$ cat src/rtl/sdr_pkg.sv
package sdr_pkg;
  typedef enum logic [1:0] {OP_NONE, OP_CAPT, OP_SHFT, OP_UPDT} scan_op_e;

  // capture wins over shift, shift over update; nothing when not selected
  function automatic scan_op_e op_decode(logic sel, logic c, logic s, logic u);
    if (!sel) return OP_NONE;
    if (c) return OP_CAPT;
    if (s) return OP_SHFT;
    if (u) return OP_UPDT;
    return OP_NONE;
  endfunction
endpackage

$ cat src/rtl/sdr_chain.sv
module sdr_chain #(
  parameter int CHAIN_W = 40
) (
  input  logic                  clk,
  input  logic                  rst_n,
  input  sdr_pkg::scan_op_e     op,
  input  logic                  tdi,
  input  logic [CHAIN_W-1:0]    cap_val,
  output logic [CHAIN_W-1:0]    chain_q
);
  import sdr_pkg::*;

  always_ff @(posedge clk or negedge rst_n) begin
    if (!rst_n) chain_q <= '0;
    else begin
      case (op)
        OP_CAPT: chain_q <= cap_val;
        OP_SHFT: chain_q <= {tdi, chain_q[CHAIN_W-1:1]};
        default: ;
      endcase
    end
  end
endmodule

$ cat src/rtl/sdr_read_track.sv
module sdr_read_track #(
  parameter int DATA_W = 32,
  parameter int ADDR_W = 7,
  parameter logic [2**ADDR_W-1:0] PRESENT_MASK = '1
) (
  input  logic              clk,
  input  logic              rst_n,
  input  logic              upd_fire,
  input  logic              upd_is_rd,
  input  logic [ADDR_W-1:0] upd_addr,
  input  logic              cap_fire,
  input  logic [DATA_W-1:0] bank_rdata,
  output logic [ADDR_W-1:0] rd_addr,
  output logic              rd_pend,
  output logic              fetch_live,
  output logic [DATA_W-1:0] cap_data
);
  function automatic logic is_present(logic [ADDR_W-1:0] a);
    return PRESENT_MASK[a];
  endfunction

  logic              fetch;
  logic [DATA_W-1:0] hold_q;
  logic [DATA_W-1:0] fresh;

  assign fetch      = cap_fire && rd_pend;
  assign fetch_live = fetch && is_present(rd_addr);
  assign fresh      = is_present(rd_addr) ? bank_rdata : '0;
  assign cap_data   = fetch ? fresh : hold_q;

  always_ff @(posedge clk or negedge rst_n) begin
    if (!rst_n) begin
      rd_pend <= 1'b0;
      rd_addr <= '0;
      hold_q  <= '0;
    end else begin
      if (upd_fire) begin
        rd_pend <= upd_is_rd;
        if (upd_is_rd) rd_addr <= upd_addr;
      end
      if (fetch) begin
        rd_pend <= 1'b0;
        hold_q  <= fresh;
      end
    end
  end
endmodule

$ cat src/rtl/sdr_port.sv
module sdr_port #(
  parameter int DATA_W = 32,
  parameter int ADDR_W = 7,
  parameter logic [2**ADDR_W-1:0] PRESENT_MASK = 'hFF,
  parameter logic [2**ADDR_W-1:0] RDONLY_MASK  = 'h01
) (
  input  logic              clk,
  input  logic              rst_n,
  input  logic              chain_sel,
  input  logic              cap_dr,
  input  logic              shift_dr,
  input  logic              upd_dr,
  input  logic              tdi,
  output logic              tdo,
  output logic [ADDR_W-1:0] bank_addr,
  output logic              bank_we,
  output logic [DATA_W-1:0] bank_wdata,
  input  logic [DATA_W-1:0] bank_rdata,
  output logic              bank_rd_fx
);
  import sdr_pkg::*;

  localparam int CHAIN_W = DATA_W + ADDR_W + 1;
  localparam int DIR_BIT = CHAIN_W - 1;

  function automatic logic is_writable(logic [ADDR_W-1:0] a);
    return PRESENT_MASK[a] && !RDONLY_MASK[a];
  endfunction

  scan_op_e           op;
  logic [CHAIN_W-1:0] chain_q;
  logic [CHAIN_W-1:0] cap_val;
  logic [ADDR_W-1:0]  chain_addr;
  logic               chain_dir;
  logic [ADDR_W-1:0]  rd_addr;
  logic               rd_pend;
  logic               fetch_live;
  logic [DATA_W-1:0]  cap_data;
  logic               upd_fire;
  logic               cap_fire;

  assign op         = op_decode(chain_sel, cap_dr, shift_dr, upd_dr);
  assign upd_fire   = (op == OP_UPDT);
  assign cap_fire   = (op == OP_CAPT);
  assign chain_addr = chain_q[DATA_W +: ADDR_W];
  assign chain_dir  = chain_q[DIR_BIT];
  assign cap_val    = {1'b0, {ADDR_W{1'b0}}, cap_data};

  sdr_chain #(.CHAIN_W(CHAIN_W)) u_chain (
    .clk(clk), .rst_n(rst_n), .op(op), .tdi(tdi),
    .cap_val(cap_val), .chain_q(chain_q)
  );

  sdr_read_track #(.DATA_W(DATA_W), .ADDR_W(ADDR_W), .PRESENT_MASK(PRESENT_MASK)) u_rd (
    .clk(clk), .rst_n(rst_n),
    .upd_fire(upd_fire), .upd_is_rd(!chain_dir), .upd_addr(chain_addr),
    .cap_fire(cap_fire), .bank_rdata(bank_rdata),
    .rd_addr(rd_addr), .rd_pend(rd_pend), .fetch_live(fetch_live), .cap_data(cap_data)
  );

  assign tdo        = chain_q[0];
  assign bank_we    = upd_fire && chain_dir && is_writable(chain_addr);
  assign bank_addr  = upd_fire ? chain_addr : rd_addr;
  assign bank_wdata = chain_q[DATA_W-1:0];
  assign bank_rd_fx = fetch_live;
endmodule

$ cat config.mk
export PLATFORM = sky130hd
export DESIGN_NAME = sdr_port
export DESIGN_NICKNAME = d
export VERILOG_FILES = /design/src/rtl/sdr_pkg.sv /design/src/rtl/sdr_chain.sv /design/src/rtl/sdr_read_track.sv /design/src/rtl/sdr_port.sv
export SDC_FILE = /design/constraint.sdc
export NUM_CORES = 1
export LEC_CHECK = 0
export BUFFER_PORTS_ARGS = -buffer_cell sky130_fd_sc_hd__buf_4
export CAP_MARGIN = 10
export CORE_UTILIZATION = 30
export DETAILED_ROUTE_END_ITERATION = 16
export PLACE_DENSITY = 0.46
export SLEW_MARGIN = 0
export SYNTH_ARGS = -nofsm -noshare
export SYNTH_HDL_FRONTEND = slang
export SYNTH_SLANG_ARGS = --single-unit
$ cat constraint.sdc
create_clock -name clk -period 1.6 [get_ports clk]
set_input_delay 0 -clock clk [delete_from_list [all_inputs] [get_ports clk]]
set_output_delay 0 -clock clk [all_outputs]
set_load 0.01 [all_outputs]
# After elaboration in Yosys (flattened, before gate mapping)
# Memories as Yosys holds them, arrays and structs flattened.
# Cells that the tools add are included.
# W data, S select, Z words.
[word_totals]
ff_bits = 80
rom_bits = 384
out_inout_bits = 42
word_cells = 49
memories = 3
[memory_table]
columns = ["memory", "words", "width", "read_ports", "rd_ports_with_merged_regs", "wr", "line", "text"]
rows = [
  ["(name not given)", 128, 1, 1, 0, 0, "sdr_read_track.sv:19", "return PRESENT_MASK[a];"],
  ["(name not given)", 128, 1, 1, 0, 0, "sdr_port.sv:27", "return PRESENT_MASK[a] && !RDONLY_MASK[a];"],
  ["(name not given)", 128, 1, 1, 0, 0, "sdr_port.sv:27", ""],
]
[op_classes]
n_lt_le_gt_ge = 2
eq_ne = 3
mux = 26
n_bitwise = 1
reduce_logical = 10
[ops]
columns = ["op", "n"]
rows = [
  ["$pmux W40 S2", 1],
  ["$mux W32", 2],
  ["$lt A7 B8 Y1 const B", 2],
  ["$mux W2", 8],
  ["$mux W1", 14],
  ["$mux W7", 1],
  ["$logic_and A1 B1 Y1", 5],
  ["$eq A2 B2 Y1 const B", 2],
  ["$reduce_bool A2 Y1", 2],
  ["$eq A2 B1 Y1 const B", 1],
  ["$logic_not A1 Y1", 2],
  ["$reduce_and A2 Y1", 1],
  ["$not A1 Y1", 1],
]

# Longest topological paths before layout
# Gate-level depths: netlist of run 1.
[depth]
word_depth = 15
depth_mapped = 9
mapped_depth_nobuf = 7

# By module
# A second synthesis of run 1 with hierarchy kept.
[hier_totals]
hier_cells = 292
hier_area_um2 = 3642.2
[modules_own_cells]
columns = ["module", "instances", "cells_each", "area_per_inst_um2", "seq_area_each_um2"]
rows = [
  ["sdr_chain", 1, 176, 1910.6, 1001.0],
  ["sdr_read_track", 1, 96, 1527.7, 1001.0],
  ["sdr_port", 1, 20, 203.9, 0.0],
]

# Least setup slack after synthesis of run 1
# OpenSTA, ideal clock, no wires.
[synth_timing]
kind = "input -> register"
start = "input upd_dr"
end = "register u_chain.chain_q[0]"
setup_ps = 143
arrival_time_ps = 1377
required_ps = 1457
setup_slack_ps = 79
path_stages = 7
path_buffers = 2
cell_sequence = "nor2b_1 o21ai_0 ha_1 buf_2 nor2_1 clkbuf_1 a22oi_1"
[synth_via]
elab_chain_len = 12
[synth_lines]
columns = ["item", "line", "text"]
rows = [
  ["start: declaration", "sdr_port.sv:12", "input logic upd_dr,"],
  ["$mux W1 (2 in a row)", "sdr_pkg.sv:9", "if (u) return OP_UPDT;"],
  ["$mux W1", "sdr_pkg.sv:8", "if (s) return OP_SHFT;"],
  ["$mux W1", "sdr_pkg.sv:7", "if (c) return OP_CAPT;"],
  ["$mux W2 (*)", "sdr_pkg.sv:10", "return OP_NONE;"],
  ["$mux W2 (*)", "sdr_pkg.sv:9", ""],
  ["$mux W2 (*)", "sdr_pkg.sv:8", ""],
  ["$mux W2 (*)", "sdr_pkg.sv:7", ""],
  ["$eq A2 B1 Y1", "sdr_chain.sv:16, sdr_port.sv:44", ""],
  ["$logic_and A1 B1 Y1", "sdr_read_track.sv:26", "assign fetch = cap_fire && rd_pend;"],
  ["$mux W32", "sdr_read_track.sv:29", "assign cap_data = fetch ? fresh : hold_q;"],
  ["$pmux W40 S2", "sdr_chain.sv:16", "case (op)"],
  ["end signal: assignment", "sdr_chain.sv:17", "OP_CAPT: chain_q <= cap_val;"],
  ["end signal: assignment", "sdr_chain.sv:18", "OP_SHFT: chain_q <= {tdi, chain_q[CHAIN_W-1:1]};"],
  ["end: declaration", "sdr_chain.sv:9", "output logic [CHAIN_W-1:0] chain_q"],
]
# Every way passes the cells marked *; elsewhere a longest branch is shown, timed or not. The select of a mux whose other input is x is not followed.
# A chain may end at the register's enable or synchronous reset.

# Worst setup path in the final report of run 1
[layout_timing]
start = "register u_rd.rd_addr[3]"
end = "register u_chain.chain_q[11]"
[layout_via]
elab_chain_len = 5
[layout_lines]
columns = ["item", "line", "text"]
rows = [
  ["start: declaration", "sdr_read_track.sv:13", "output logic [ADDR_W-1:0] rd_addr,"],
  ["start signal: assignment", "sdr_read_track.sv:39", "if (upd_is_rd) rd_addr <= upd_addr;"],
  ["$mem_v2 Z128 W1", "--", ""],
  ["$mux W1 (not written as such)", "sdr_read_track.sv:19", ""],
  ["$mux W32", "sdr_read_track.sv:28", "assign fresh = is_present(rd_addr) ? bank_rdata : '0;"],
  ["$mux W32", "sdr_read_track.sv:29", ""],
  ["$pmux W40 S2", "sdr_chain.sv:16", ""],
]
# No other way between the ends. The select of a mux whose other input is x is not followed.

==> results.json, run 1 <==
{
  "synth_area_leaders": "dfrtp_1 (49%), buf_4 (6.1%), a21boi_0 (5.7%)",
  "viasPerCell": 4.64,
  "ys_warn_count": 0,
  "grt_first_pass_wirelength_mm": 17.3,
  "syn_to_final_growth_pct": 37.2,
  "cp_slowest_stage_delay_ps": 400,
  "critical_path_required_ps": 1840,
  "place_inst": 611,
  "drv_cap": 0,
  "stdcell_count": 663,
  "rsz0062_at_grt": "true",
  "grt_overflow_total": 0,
  "cp.arrival_ps": 1830,
  "run_status": "finished, final reports clean",
  "boundaryPins": 81,
  "core_um2": 13200,
  "fin_ws_ps": 12.0,
  "initial_core_util": 0.307,
  "final_area_um2": 5560,
  "clock-sinks": 80,
  "routed_wl_mm": 10.6,
  "grt_use_total": 0.161,
  "drive_gt1_frac": 0.341,
  "first_global_vias": 3176,
  "fin_util": 0.421,
  "yosysUniqueCellTypes": 29,
  "drv_slew": 0,
  "synth_edf_count": 0,
  "grt_use_met3": 0.0449,
  "via_count": 3076,
  "wl_per_cell_um": 16.0,
  "use_met2": 0.251,
  "hold_start": "bank_rdata[14]",
  "synth_top_area_cell": "dfrtp_1",
  "die_w_um": 118,
  "setup_viol": 0,
  "place_area_um2": 4780,
  "numPortBuffers": 80,
  "synthesis.area_per_instance_um2": 10.3,
  "synth_top_cell_area_share": 0.494,
  "dominantRegCellSynth": "dfrtp_1",
  "irDropWorstVdd_mv": 0.641,
  "synth_area_um2": 4050,
  "synth_seq_cells": 80,
  "hold_ws_ps": 28.1,
  "cts_max_level": 3,
  "fin_crit_sh": 0.993,
  "ys_seq_area_frac": 0.494,
  "clkLatencyLatePin_ps": 340,
  "synth_common_cells": "dfrtp_1 (80), inv_1 (50), buf_4 (33)",
  "pre_cts_slack_ps": -127,
  "hold_path_class": "input port to flip-flop",
  "dp.final_hpwl_mm": 6.73,
  "reg2reg_from": "u_rd.rd_addr[3]",
  "worst_slew_pin_slew_ps": 625,
  "crit_start": "u_rd.rd_addr[3]",
  "grt-busiest-layer": "met2",
  "cts_root_buf": "clkbuf_16",
  "rows": 42,
  "synth.net_count": 435,
  "use_met1": 0.219,
  "fmax_ghz": 0.630,
  "finalCriticalPeriod_ps": 1590,
  "synth.most_common_cell": "dfrtp_1",
  "hold_violations": 0,
  "fp.dieArea_um2": 14000,
  "finClkSkew_ps": 6.69,
  "dr.pass1.iters": 4,
  "cts_buffers": 9,
  "cp_max_fo": 6,
  "fp.dieH_um": 118,
  "syn_inst": 393,
  "cts_tree": "done",
  "start_kind": "flip-flop",
  "place_congestion": 0.703,
  "first_iter_violations": 204,
  "path_cells": "nor4_4, buf_4, buf_12, clkbuf_16, a31oi_4, a221oi_2",
  "cts.clk_slew.worst_paths_ps": 60,
  "crit_type": "flip-flop to flip-flop",
  "end_kind": "flip-flop",
  "cellPowerDensity_nw_per_um2": 1410,
  "route.detailed.drc": 0,
  "power.leakage_nw": 2.72,
  "cts_buffer_depth": 2,
  "antenna_cells": 0,
  "fin_nets": 525,
  "antenna_left": 0,
  "synthArstFlopShare": 1.00,
  "slew_headroom": 0.583,
  "grt_antenna_before_repair": 0,
  "cp_slowest_cell": "dfrtp_1",
  "grt_max_degree": 55
}
[cell usage in the layout (no fill, tap or decap), types with 2 or more instances in the layout]
cell type,count
a31oi_4,2
dlygate4sd3_1,30
clkbuf_8,2
ha_1,2
clkbuf_1,4
a22oi_1,14
nor2_1,2
buf_4,101
dfrtp_1,80
a221oi_2,15
o21ai_0,9
mux2_2,14
nand2_1,32
a21o_1,15
nor3b_1,16
a31oi_2,7
a31oi_1,23
buf_12,8
clkbuf_16,10
nor2b_1,2
a21boi_0,31
inv_1,50
nand2b_1,2
nand3_1,2
[final timing paths]
check                                      endpoint  slack (ps)  depth (start not counted)
worst max-delay path            u_chain.chain_q[11]          10                          6
worst min-delay path                u_rd.hold_q[14]          30                          4
worst max register to register  u_chain.chain_q[11]          10                          6
worst min register to register      u_rd.hold_q[13]         480                          2
max in group asynchronous           u_rd.rd_addr[5]         820                          3
min in group asynchronous       u_chain.chain_q[12]         140                          2
[sequential cells by signal, summed over array words and instances (netlist names)]
register / cells
u_chain.chain_q: 40
u_rd.hold_q: 32
u_rd.rd_addr: 7
u_rd.rd_pend: 1
[final cells by class]
type,instances,area (µm²)
Fill cell,1333,7630
Sequential cell,80,2000
Multi-Input combinational cell,200,1590
Timing Repair Buffer,142,1290
Clock buffer,15,268
Tap cell,176,220
Inverter,50,188
[metrics by stage]
| step | total power, W | TNS [ps] |
|---|---|---|
| floorplan | 0.00500 | 0 |
| global placement | 0.00577 | -1420 |
| detailed placement | 0.00582 | -2850 |
| finish | 0.00786 | 0 |
| global route | 0.00843 | -1010 |
| CTS | 0.00786 | -8.20 |
[logic make-up after synthesis]
kind of cell | share of synthesized area
and+or+nand+nor | 0.0818
DFF | 0.494
AOI/OAI and AO/OA | 0.233
buffers and inverters | 0.141
adders and majority gates | 0.00927
muxes | 0.0414
[metal layers]
metal / share of wire / wire length (µm)
met1: 0.49 / 5160
met2: 0.46 / 4920
met3: 0.039 / 417
met4: 0.010 / 110
met5: 0 / 0
[where the power goes]
part	switching [W]	internal [W]	total [W]
clock network	0.000773	0.00113	0.00190
logic	0.00146	0.00144	0.00289
registers	0.000341	0.00272	0.00306
[worst max-delay path: cells and delay by family (launching register included)]
family	cells	cell delay, ps
and+or+nand+nor	1	260
DFF	1	400
AOI/OAI and AO/OA	2	350
buffers and inverters	3	470
[timing repair]
| item | in CTS | in global routing |
|---|---|---|
| pin swaps | 1 | 9 |
| resized for setup | 2 | 14 |
| setup buffers | 4 | 1 |
| hold buffers | 30 | 0 |
| gates cloned | 1 | 1 |
| setup endpoints to repair | 1 | 33 |
| endpoints found under the hold margin | 56 | 0 |
No activity file was read; power rests on OpenSTA's default activity.
==> run 2, diff against run 1 <==
--- a/config.mk
+++ b/config.mk
@@ -8,6 +8,7 @@
 export BUFFER_PORTS_ARGS = -buffer_cell sky130_fd_sc_hd__buf_4
 export CAP_MARGIN = 10
 export CORE_UTILIZATION = 30
+export CTS_BUF_LIST = sky130_fd_sc_hd__clkbuf_8
 export DETAILED_ROUTE_END_ITERATION = 16
 export PLACE_DENSITY = 0.46
 export SLEW_MARGIN = 0
==> run 2 against run 1 <==
Compared with the run above: hold slack better by 76 ps; first-iteration DRC count down 13%; sequential cell count is the same; via count up 0.68%; die area is the same; routed wire length up 0.34%; combinational power down 3%; total power fell by 8.4%; register-to-register slack about the same; critical path depth is 1 lower; clock skew about the same.
==> results.json, run 2 (synthesized netlist as in run 1, its figures left out) <==
{
  "cts_root_buf": "clkbuf_8",
  "clkLatencyLatePin_ps": 370,
  "place_congestion": 0.703,
  "fmax_ghz": 0.633,
  "irDropWorstVdd_mv": 0.542,
  "cts_buffer_depth": 2,
  "fin_crit_sh": 0.988,
  "rows": 42,
  "end_kind": "flip-flop",
  "grt_antenna_before_repair": 0,
  "critical_path_required_ps": 1890,
  "largest_reg_flops": 40,
  "hold_violations": 0,
  "routed_wl_mm": 10.6,
  "final_cell_mix": "buf_4 (99), dfrtp_1 (80), inv_1 (54)",
  "cts_max_level": 3,
  "cp_max_fo": 8,
  "fin_ws_ps": 19.5,
  "drv_slew": 0,
  "numPortBuffers": 80,
  "top_register": "u_chain.chain_q",
  "dr.pass1.iters": 5,
  "die_w_um": 118,
  "grt_max_degree": 55,
  "finClkSkew_ps": 6.72,
  "syn_to_final_growth_pct": 33.8,
  "rsz0062_at_grt": "true",
  "run_status": "finished, final reports clean",
  "drive_gt1_frac": 0.318,
  "setup_viol": 0,
  "grt_use_total": 0.162,
  "antenna_left": 0,
  "fp.dieArea_um2": 14000,
  "cellPowerDensity_nw_per_um2": 1330,
  "n_fill_cell": 1346,
  "cts.clk_slew.worst_paths_ps": 80,
  "drv_cap": 0,
  "start_kind": "flip-flop",
  "grt_first_pass_wirelength_mm": 17.3,
  "first_global_vias": 3177,
  "fp.dieH_um": 118,
  "final_area_um2": 5420,
  "clock-sinks": 80,
  "viasPerCell": 4.65,
  "antenna_cells": 0,
  "cts_buffers": 9,
  "regArea_um2": 2000,
  "route.detailed.drc": 0,
  "boundaryPins": 81,
  "fin_nets": 528,
  "hold_ws_ps": 104,
  "via_count": 3097,
  "cp.arrival_ps": 1870,
  "r2r_cells": 5,
  "crit_type": "flip-flop to flip-flop",
  "initial_core_util": 0.307,
  "layout_commonest_cell": "buf_4",
  "core_um2": 13200,
  "wl_per_cell_um": 16.0,
  "top_regs": "u_chain.chain_q (40), u_rd.hold_q (32), u_rd.rd_addr (7)",
  "first_iter_violations": 177,
  "finalCriticalPeriod_ps": 1580,
  "place_area_um2": 4780,
  "tns_ps": 0,
  "cts_tree": "done",
  "power.leakage_nw": 2.69,
  "hold_path_class": "input port to async pin",
  "slew_headroom": 0.577,
  "worst_slew_pin_slew_ps": 633,
  "dp.final_hpwl_mm": 6.73,
  "pre_cts_slack_ps": -127,
  "multiInputGateArea_um2": 1520,
  "grt_overflow_total": 0
}
-- run 2: final cells by class --
class / count / share of cell area
clock buffer: 11 / 0.0279
clock inverter: 4 / 0.00277
inverter: 50 / 0.0346
multi-input combinational: 200 / 0.280
sequential: 80 / 0.369
tap: 176 / 0.0406
timing repair buffer: 145 / 0.245
-- run 2: what timing repair did --
item / CTS / global route
setup endpoints to repair: 1 / 20
setup buffers: 1 / 3
gates cloned: 1 / 1
hold buffers: 34 / 0
gates resized for setup: 3 / 3
pin swaps: 2 / 3
endpoints found under the hold margin: 119 / 0
-- run 2: per-stage QoR --
stage | total power (W) | util | cells
final | 0.00720 | 0.411 | 666
after global routing | 0.00776 | 0.411 | 666
after detailed placement | 0.00582 | 0.363 | 611
after global placement | 0.00577 | 0.363 | 611
after floorplan | 0.00500 | - | 393
after CTS | 0.00728 | 0.404 | 662
-- run 2: final timing paths --
kind	startpoint	end	slack, ps
min reg2reg	u_rd.hold_q[13]	u_rd.hold_q[13]	490
min	rst_n	u_chain.chain_q[12]	100
max in group asynchronous	rst_n	u_rd.rd_addr[5]	870
max reg2reg	u_rd.rd_addr[3]	u_chain.chain_q[28]	20
min in group clk	chain_sel	u_rd.rd_pend	380
max	u_rd.rd_addr[3]	u_chain.chain_q[28]	20
-- run 2: critical path, stage by stage (launching register included) --
cell and delay (ps):
dfrtp_1 410, nor4_4 370, buf_4 230, clkbuf_16 170
a31oi_2 130, a22oi_1 180
-- run 2: layer usage --
layer | routed length, µm | vias to the layer above | GRT usage
li1 | - | 1515 | -
met1 | 5020 | 1514 | 0.214
met2 | 5080 | 58 | 0.258
met3 | 422 | 10 | 0.0468
met4 | 110 | 0 | 0.0457
met5 | 0 | - | 0
-- run 2: report_power, final --
group | total, W | internal (W) | switching, W
registers | 0.00306 | 0.00271 | 0.000342
clock network | 0.00134 | 0.000619 | 0.000725
logic | 0.00280 | 0.00139 | 0.00141
total | 0.00720 | 0.00473 | 0.00248
==> run 3, diff against run 2 <==
--- a/config.mk
+++ b/config.mk
@@ -5,12 +5,12 @@
 export SDC_FILE = /design/constraint.sdc
 export NUM_CORES = 1
 export LEC_CHECK = 0
-export BUFFER_PORTS_ARGS = -buffer_cell sky130_fd_sc_hd__buf_4
 export CAP_MARGIN = 10
 export CORE_UTILIZATION = 30
 export CTS_BUF_LIST = sky130_fd_sc_hd__clkbuf_8
 export DETAILED_ROUTE_END_ITERATION = 16
-export PLACE_DENSITY = 0.46
+export DONT_BUFFER_PORTS = 1
+export PLACE_DENSITY = 0.41
 export SLEW_MARGIN = 0
 export SYNTH_ARGS = -nofsm -noshare
 export SYNTH_HDL_FRONTEND = slang
==> constraint.sdc (replaced) <==
create_clock -name clk -period 1.5 [get_ports clk]
set_input_delay 0 -clock clk [delete_from_list [all_inputs] [get_ports clk]]
set_output_delay 0 -clock clk [all_outputs]
set_load 0.01 [all_outputs]
==> run 3 against run 2 <==
Compared with the run above: global-route usage down 0.25 points; register-to-register slack worse by 40 ps; the run now ends with negative hold slack, negative setup slack left; die area unchanged; clock power up 11%; sequential share of layout area up 3.7 points; routed wire length up 0.39%; clock skew up 1.6 ps; sequential cell count unchanged; cell count down 13%; design area down 9.1%; highest routed layer unchanged; sequential power up 13%.
==> results.json, run 3 (synthesized netlist as in run 1, its figures left out) <==
{
  "crit_type": "flip-flop to output pin",
  "cp_slowest_stage_delay_ps": 410,
  "hold_buffers": 33,
  "antenna_left": 0,
  "grt_overflow_total": 0,
  "hold_violations": 80,
  "dp.final_hpwl_mm": 6.71,
  "r2r_cells": 6,
  "boundaryPins": 81,
  "cts_root_buf": "clkbuf_8",
  "drv_cap": 0,
  "cts_max_level": 3,
  "netSwitchingFraction": 0.362,
  "numPortBuffers": 0,
  "antenna_cells": 0,
  "initial_core_util": 0.307,
  "wl_per_cell_um": 18.4,
  "rr_endpoint": "u_chain.chain_q[29]",
  "cp_slowest_cell": "dfrtp_1",
  "fin_nets": 442,
  "grt_use_total": 0.160,
  "p_int_w": 0.00462,
  "rows": 42,
  "cellPowerDensity_nw_per_um2": 1470,
  "n_fill_cell": 1325,
  "place_area_um2": 4150,
  "die_w_um": 118,
  "top_register": "u_chain.chain_q",
  "pwr-share-clk": 0.205,
  "violations": "negative hold slack, negative setup slack",
  "clkLatencyLatePin_ps": 370,
  "route.detailed.drc": 0,
  "power.leakage_nw": 2.28,
  "cts_buffers": 9,
  "routed_wl_mm": 10.7,
  "setup_viol": 2,
  "hold_path_class": "input port to async pin",
  "final_cell_mix": "dfrtp_1 (79), inv_1 (51), dlygate4sd3_1 (33)",
  "run_status": "complete, but fails checks",
  "cts_tree": "done",
  "worst_slew_pin_slew_ps": 392,
  "cp.arrival_ps": 1540,
  "fin_util": 0.374,
  "cp_max_fo": 9,
  "first_iter_violations": 155,
  "fmax_ghz": 0.648,
  "grt_first_pass_wirelength_mm": 16.9,
  "cts.clk_slew.worst_paths_ps": 80,
  "path_delay_family": "simple AND/OR/NAND/NOR gates",
  "clock-sinks": 80,
  "fin_ws_ps": -44.1,
  "end_kind": "output pin",
  "reg2reg_slack_ps": -20,
  "critical_path_required_ps": 1500,
  "grt_max_degree": 81,
  "top_regs": "u_chain.chain_q (40), u_rd.hold_q (32), u_rd.rd_addr (7)",
  "place_inst": 524,
  "finClkSkew_ps": 8.33,
  "start_kind": "flip-flop",
  "pre_cts_slack_ps": -38.7,
  "combPwrFrac": 0.316,
  "dr.pass1.iters": 4,
  "finalCriticalPeriod_ps": 1540,
  "largest_reg_flops": 40,
  "via_count": 2816,
  "pwr-share-seq": 0.479,
  "cts_buffer_depth": 2,
  "slew_headroom": 0.737,
  "drv_slew": 0,
  "hold_ws_ps": -679,
  "place_congestion": 0.714,
  "power_switching_w": 0.00263,
  "reg2reg_from": "u_rd.rd_addr[3]",
  "final_area_um2": 4930,
  "fin_crit_sh": 1.03,
  "rsz0062_at_grt": "true",
  "irDropWorstVdd_mv": 0.400,
  "layout_commonest_cell": "dfrtp_1",
  "worst-path-buf-inv": 2,
  "fp.dieH_um": 118,
  "viasPerCell": 4.86,
  "drive_gt1_frac": 0.210,
  "stdcell_count": 580,
  "path_cells": "nor4_4, buf_6, buf_12, and2_4",
  "grt_antenna_before_repair": 0,
  "first_global_vias": 2931,
  "core_um2": 13200,
  "fp.dieArea_um2": 14000,
  "syn_to_final_growth_pct": 21.7
}
==> run 3: cell count changes in the layout (fill, tap and decap cells not counted), sizes merged <==
cell	before	now
clkinvlp	0	1
inv	54	51
dlygate4sd3	34	33
buf	110	25
clkinv	0	2
==> run 3: what timing repair did <==
action,CTS,global route
endpoints found under the setup margin,7,36
gates resized for setup,6,22
buffers inserted,4,2
gates cloned,2,1
endpoints found under the hold margin,144,80
pin swaps,2,13
==> run 3: metal layers <==
layer | vias to the layer above | wire [µm] | global-route usage
li1 | 1347 | - | -
met1 | 1391 | 5050 | 0.213
met2 | 69 | 4870 | 0.236
met3 | 9 | 654 | 0.0627
met4 | 0 | 107 | 0.0505
met5 | - | 0 | 0
==> run 3: how the worst max path moves through the flow <==
stage	from	end	slack [ps]	cells past startpoint
after floorplan	upd_dr	u_chain.chain_q[15]	40	9
final	u_rd.rd_addr[3]	bank_rd_fx	-40	4
after detailed placement	upd_dr	u_chain.chain_q[25]	-40	8
after global placement	upd_dr	u_chain.chain_q[25]	3	8
after CTS	u_rd.rd_addr[6]	bank_rd_fx	-90	4
after global routing	u_rd.rd_addr[3]	bank_rd_fx	-150	4
==> run 3: cell type report <==
type / count / area [µm²] / area share
flip-flops and latches: 80 / 2000 / 0.406
well taps: 176 / 220 / 0.0447
clock inverters: 4 / 21.3 / 0.00431
inverters: 50 / 188 / 0.0381
clock buffers: 11 / 151 / 0.0307
repair buffers: 59 / 679 / 0.138
multi-input cells: 200 / 1670 / 0.338
==> run 3: through the flow <==
| stage | TNS (ps) | power [W] | hold slack [ps] |
|---|---|---|---|
| after floorplan | 0 | 0.00534 | -296 |
| after global placement | 0 | 0.00548 | -293 |
| after detailed placement | -74.4 | 0.00553 | -293 |
| after CTS | -628 | 0.00715 | -704 |
| after global routing | -2680 | 0.00776 | -711 |
| final | -63.9 | 0.00725 | -679 |
==> run 3: power by group through the flow <==
stage          Clock, W  Sequential, W  Combinational, W
4_1_cts         0.00154        0.00350           0.00211
2_1_floorplan         0        0.00317           0.00217
3_5_place_dp          0        0.00354           0.00199
5_1_grt         0.00164        0.00357           0.00254
3_3_place_gp          0        0.00352           0.00196
6_report        0.00149        0.00347           0.00229
==> run 3: worst reg2reg max path, cell delays in order (launching register included) <==
cell and delay (ps):
dfrtp_1 410, nor4_4 320, buf_6 160, buf_12 130, buf_4 120, a31oi_4 90
a221oi_2 210
